--- config.mk ---
export PLATFORM = sky130hd
export DESIGN_NAME = pwm_dual_reload_timer
export DESIGN_NICKNAME = d
export VERILOG_FILES = /design/src/rtl/pwmt_pkg.sv /design/src/rtl/pwmt_regs.sv /design/src/rtl/pwmt_reload_sel.sv /design/src/rtl/pwmt_core.sv /design/src/rtl/pwm_dual_reload_timer.sv
export SDC_FILE = /design/constraint.sdc
export NUM_CORES = 1
export LEC_CHECK = 0
export BUFFER_PORTS_ARGS = -buffer_cell sky130_fd_sc_hd__clkbuf_2
export CAP_MARGIN = 20
export CORE_MARGIN = 2
export CORE_UTILIZATION = 50
export CTS_BUF_LIST = sky130_fd_sc_hd__clkbuf_4 sky130_fd_sc_hd__clkbuf_8 sky130_fd_sc_hd__clkbuf_16
export CTS_CLUSTER_SIZE = 40
export DETAILED_ROUTE_END_ITERATION = 8
export PLACE_DENSITY_LB_ADDON = 0.05
export SLEW_MARGIN = 20
export SYNTH_ARGS = -nofsm -noshare
export SYNTH_HDL_FRONTEND = slang
export SYNTH_SLANG_ARGS = --single-unit
export TNS_END_PERCENT = 20
--- constraint.sdc ---
create_clock -name clk -period 2.7 [get_ports clk]
set_clock_uncertainty 0.2 [all_clocks]
set_input_delay 0.27 -clock clk [delete_from_list [all_inputs] [get_ports clk]]
set_output_delay 0.27 -clock clk [all_outputs]
set_load 0.02 [all_outputs]
--- src/rtl/pwmt_pkg.sv ---
package pwmt_pkg;

  typedef enum logic [1:0] {
    REG_CTRL = 2'd0,
    REG_LOW  = 2'd1,
    REG_HIGH = 2'd2,
    REG_NONE = 2'd3
  } pwmt_reg_e;

  localparam int CTL_EN_BIT   = 0;
  localparam int CTL_USER_BIT = 1;
  localparam int CTL_PWM_BIT  = 3;

  typedef struct packed {
    logic pwm;
    logic user;
    logic en;
  } pwmt_ctrl_t;

endpackage

--- src/rtl/pwmt_regs.sv ---
module pwmt_regs
  import pwmt_pkg::*;
#(
  parameter int CNT_W = 32
) (
  input  logic             clk,
  input  logic             rst,
  input  logic             wr_en,
  input  logic [1:0]       wr_addr,
  input  logic [CNT_W-1:0] wr_data,
  input  logic [1:0]       rd_addr,
  output logic [CNT_W-1:0] rd_data,
  output pwmt_ctrl_t       ctrl,
  output logic [CNT_W-1:0] low_rld,
  output logic [CNT_W-1:0] high_rld
);

  logic [CNT_W-1:0] ctrl_word;
  logic [CNT_W-1:0] rd_next;

  always_comb begin
    ctrl_word               = '0;
    ctrl_word[CTL_EN_BIT]   = ctrl.en;
    ctrl_word[CTL_USER_BIT] = ctrl.user;
    ctrl_word[CTL_PWM_BIT]  = ctrl.pwm;
  end

  always_comb begin
    case (pwmt_reg_e'(rd_addr))
      REG_CTRL: rd_next = ctrl_word;
      REG_LOW:  rd_next = low_rld;
      REG_HIGH: rd_next = high_rld;
      default:  rd_next = '0;
    endcase
  end

  always_ff @(posedge clk) begin
    if (rst) begin
      ctrl     <= '0;
      low_rld  <= '0;
      high_rld <= '0;
      rd_data  <= '0;
    end else begin
      rd_data <= rd_next;
      if (wr_en) begin
        case (pwmt_reg_e'(wr_addr))
          REG_CTRL: begin
            ctrl.en   <= wr_data[CTL_EN_BIT];
            ctrl.user <= wr_data[CTL_USER_BIT];
            ctrl.pwm  <= wr_data[CTL_PWM_BIT];
          end
          REG_LOW:  low_rld  <= wr_data;
          REG_HIGH: high_rld <= wr_data;
          default: ;
        endcase
      end
    end
  end

endmodule

--- src/rtl/pwmt_reload_sel.sv ---
module pwmt_reload_sel #(
  parameter int CNT_W = 32
) (
  input  logic             to_high,
  input  logic             pwm_mode,
  input  logic [CNT_W-1:0] low_rld,
  input  logic [CNT_W-1:0] high_rld,
  output logic [CNT_W-1:0] next_load
);

  // Two-reload waveform picks by next level; symmetric mode always uses low.
  always_comb begin
    if (pwm_mode && to_high) next_load = high_rld;
    else                     next_load = low_rld;
  end

endmodule

--- src/rtl/pwmt_core.sv ---
module pwmt_core
  import pwmt_pkg::*;
#(
  parameter int CNT_W = 32
) (
  input  logic             clk,
  input  logic             rst,
  input  pwmt_ctrl_t       ctrl,
  input  logic [CNT_W-1:0] low_rld,
  input  logic [CNT_W-1:0] high_rld,
  output logic             pwm_out,
  output logic             irq
);

  localparam logic [CNT_W-1:0] CNT_ZERO = '0;
  localparam logic [CNT_W-1:0] CNT_MAX  = '1;

  logic [CNT_W-1:0] cnt;
  logic             en_q;
  logic             phase;
  logic [CNT_W-1:0] next_load;
  logic             at_tc;

  assign at_tc   = (cnt == CNT_ZERO);
  assign pwm_out = phase;

  pwmt_reload_sel #(.CNT_W(CNT_W)) u_sel (
    .to_high  (~phase),
    .pwm_mode (ctrl.pwm),
    .low_rld  (low_rld),
    .high_rld (high_rld),
    .next_load(next_load)
  );

  always_ff @(posedge clk) begin
    if (rst) begin
      cnt   <= '0;
      en_q  <= 1'b0;
      phase <= 1'b0;
      irq   <= 1'b0;
    end else begin
      en_q <= ctrl.en;
      irq  <= 1'b0;
      if (!ctrl.en) begin
        phase <= 1'b0;
      end else if (!en_q) begin
        cnt   <= low_rld;
        phase <= 1'b0;
      end else if (at_tc) begin
        irq <= 1'b1;
        if (ctrl.user) begin
          phase <= ~phase;
          cnt   <= next_load;
        end else begin
          cnt <= CNT_MAX;
        end
      end else begin
        cnt <= cnt - 1'b1;
      end
    end
  end

endmodule

--- src/rtl/pwm_dual_reload_timer.sv ---
module pwm_dual_reload_timer
  import pwmt_pkg::*;
#(
  parameter int CNT_W = 32
) (
  input  logic             clk,
  input  logic             rst,
  input  logic             wr_en,
  input  logic [1:0]       wr_addr,
  input  logic [CNT_W-1:0] wr_data,
  input  logic [1:0]       rd_addr,
  output logic [CNT_W-1:0] rd_data,
  output logic             pwm_out,
  output logic             irq
);

  pwmt_ctrl_t       ctrl;
  logic [CNT_W-1:0] low_rld;
  logic [CNT_W-1:0] high_rld;

  pwmt_regs #(.CNT_W(CNT_W)) u_regs (
    .clk     (clk),
    .rst     (rst),
    .wr_en   (wr_en),
    .wr_addr (wr_addr),
    .wr_data (wr_data),
    .rd_addr (rd_addr),
    .rd_data (rd_data),
    .ctrl    (ctrl),
    .low_rld (low_rld),
    .high_rld(high_rld)
  );

  pwmt_core #(.CNT_W(CNT_W)) u_core (
    .clk     (clk),
    .rst     (rst),
    .ctrl    (ctrl),
    .low_rld (low_rld),
    .high_rld(high_rld),
    .pwm_out (pwm_out),
    .irq     (irq)
  );

endmodule

==> key figures <==
Logic synthesis
  • Post-synthesis adder-cell area fraction: 0.401%
  • Number of synthesis warnings: 0
  • Syn Area/Cell: between 8 and 9 sq um
  • Synth top area share: between 40% and 50%
  • Largest family of logic cells by synthesized area: simple AND/OR/NAND/NOR gates
  • Cells after synthesis: ~780
  • Synth Area in Compound Gates: 20.3%
  • Sequential area share after synthesis: ~43%
  • Synthesized area: between 6000 and 7000 sq um
  • Mux contribution to synthesized area: between 4 and 5%
  • Synth unique cells: 52
  • Register bit total from synthesis: approximately 130
  • Yosys top cell by area: dfxtp_1
  • XOR/XNOR Fraction of Synth Area: under 10%
  • Post-Synth Simple-Gate Area: 23.2%
  • Syn Nets: a little over 800
  • Synth Flop Type: dfxtp_1
  • Ys async rst share: 0%
  • Synth area leaders: dfxtp_1, nand2_1, a21oi_1
  • EDFF count, synth: 0

Timing
  • # setup viols final: 0
  • Slew of the pin with the lowest slew margin: roughly 0.80 ns
  • Tcrit/Tclk final: between 90% and 100%
  • Total negative slack: 0 ns
  • Hold slack: around 0.018 ns
  • F_max: about 390 MHz
  • Final Max Slew Viols: 0
  • Setup ws final: 0.168 ns
  • Period minus WS final: ~2.5 ns
  • Rel. slew slack: 46.8%
  • Final Hold Vio Count: 0
  • RSZ-0062 raised after global routing: no

Floorplanning
  • Number of I/O pins: between 70 and 80
  • Starting Density: around half
  • CORE AREA: around 12,000 sq um
  • Die X: 116 um
  • Die height: 116 um
  • Row cnt: 40
  • Die ar.: ~13,000 sq um

Hold path
  • HP Start: rd_addr[1]
  • Hold EP: u_regs.rd_data[3]$_SDFF_PP0_
  • Hold-critical path depth: 4
  • Hold Crit Class: primary input to flop

Setup path
  • Reg2reg start: u_core.cnt[20]$_SDFFE_PP0P_
  • Worst reg-to-reg setup slack: between 0.15 and 0.2 ns
  • Largest stage delay on the critical path: 0.56 ns
  • Worst EP arrival: 2.69 ns
  • Critical path type: flop to flop
  • RR Endpoint: u_core.cnt[18]$_SDFFE_PP0P_
  • Crit path launch type: flop
  • Cells along the critical path: or4_1, or3_4, or4_4, nand3_4, o21ai_1, a21oi_1
  • Worst Reg2Reg Path Length in Cells: 6
  • Worst EP required: about 2.9 ns
  • Crit Path Max Fanout: 9
  • Crit path max-delay family: simple AND/OR/NAND/NOR gates
  • CP endpoint kind: flop
  • Crit path buf inv count: 0
  • Slowest CP cell: or4_4

Power and ir drop
  • Power per cell area: between 600 and 700 nW/um^2
  • Power, Total: between 4 and 5 mW
  • Worst VDD drop: 0.000533 V
  • Leak Pwr: 2.84 nW

Layout
  • # diodes: 0
  • Most frequent cells in the layout: nand2_1, dfxtp_1, nor2_1
  • # fillers: between 1,000 and 1,500
  • Nets@finish: between 900 and 1,000
  • Most common cell after layout, fill and taps aside: nand2_1
  • Share of cells above drive strength 1: between 10% and 20%
  • Final instance area: between 7000 and 8000 sq um
  • Area growth syn-to-layout: 23.0%

CTS
  • CTS H-tree depth: 4
  • Clock Sinks: between 100 and 150
  • Reg clk slew, reported paths: ~0.05 ns
  • Clock Latency Late Sink: around 0.43 ns
  • TritonCTS Buffers: 17
  • CTS Buffer Depth: 2
  • CTS root buf: clkbuf_16
  • CTS tree: yes

Job
  • Max-cap violations: 0

Placed design
  • Place WS: 0.0986 ns
  • IO buf count: just over 70
  • Placer Congestion: roughly 0.84
  • Dpl cell area: about 7000 sq um
  • Detailed placement HPWL: 10.5 mm

Drt
  • ANT nets after route: 0
  • Via count: about 6,000
  • WL/cell: about 16 um
  • Final wirelength: roughly 17 mm
  • Drt initial violations: approximately 390
  • Drt drc: 0
  • DRT Pass-1 Iters: 8
  • Vias/cell: around 5.6

Global routing
  • Vias in the first global route: 5,756
  • First-pass GRT wire length: 27.8 mm
  • Total track usage: a little over a quarter
  • Initial antenna violation count: 0
  • Overflow left after global routing: 0
  • Largest net degree at the start of global routing: between 80 and 90

Outcome
  • Status: completed
[cell type report]
class	count	area, sq um	area share [%]
clock buffers	23	489	6.38
flip-flops and latches	134	2680	35.0
multi-input cells	576	3290	42.8
well taps	168	210	2.74
inverters	6	22.5	0.294
clock inverters	5	27.5	0.359
repair buffers	136	952	12.4
[flip-flops by register name, summed over array words and instances, names as in the netlist]
register         count
u_core.cnt          32
u_core.en_q          1
u_core.irq           1
u_core.pwm_out       1
u_regs.ctrl          3
u_regs.high_rld     32
u_regs.low_rld      32
u_regs.rd_data      32
[kinds of logic after synthesis]
logic type,after synthesis
and+or+nand+nor,325
AOI/OAI and AO/OA,192
DFF,134
buffers and inverters,67
muxes,30
xor gates and xnor gates,27
adders and majority gates,2
[worst max-delay path by stage]
stage,start,endpoint,slack (ns),depth (start not counted)
after floorplan,u_core.cnt[20]$_SDFFE_PP0P_,u_core.cnt[0]$_SDFFE_PP0P_,0.09,9
after global placement,u_core.cnt[20]$_SDFFE_PP0P_,u_core.cnt[13]$_SDFFE_PP0P_,0.15,7
after detailed placement,u_core.cnt[20]$_SDFFE_PP0P_,u_core.cnt[4]$_SDFFE_PP0P_,0.1,7
after CTS,u_core.cnt[20]$_SDFFE_PP0P_,u_core.cnt[4]$_SDFFE_PP0P_,0.09,7
after global routing,u_core.cnt[0]$_SDFFE_PP0P_,u_core.cnt[18]$_SDFFE_PP0P_,0.009,8
final,u_core.cnt[20]$_SDFFE_PP0P_,u_core.cnt[18]$_SDFFE_PP0P_,0.17,6
[stage by stage]
step                      utilization [%]  instances
final                                63.3       1048
after global placement               56.4        988
after detailed placement             56.4        988
after CTS                            63.3       1048
after floorplan                         -        777
after global routing                 63.3       1048
[timing repair]
action                                 in CTS  in global routing
gates resized for setup                     0                  1
setup endpoints to repair                   0                  8
hold buffers                               32                  0
setup buffers                               0                  0
endpoints found under the hold margin      67                  0
[cell usage after synthesis, drive strengths merged, types with 12 or more instances]
cell,count
o21ai,20
nand2,154
clkbuf,51
dfxtp,134
a22oi,33
xor2,12
a311oi,12
nand3,17
nor2,91
mux2i,30
a21oi,82
xnor2,15
nor3,15
[tightest hold or removal path, cell delays in order]
cell      delay, ns
clkbuf_2       0.12
nor2_1         0.11
a21oi_1        0.05
nor2_1         0.07
[report_power, final]
| group | leakage (nW) | total (mW) | internal (mW) | switching, mW |
|---|---|---|---|---|
| sequential | 1.09 | 2.09 | 2.04 | 0.0518 |
| clock | 0.261 | 2.05 | 1.24 | 0.809 |
| combinational | 1.49 | 0.739 | 0.313 | 0.426 |
| total | 2.84 | 4.88 | 3.59 | 1.29 |
[layer usage]
layer  GRT usage (%)  wire length (um)  up-vias
li1                -                 -     2905
met1            33.4              7580     2778
met2            44.7              7980      152
met3            6.01               912       26
met4            9.05               269        0
met5               0                 0        -
Note: power is estimated with default switching activity, not from simulation.
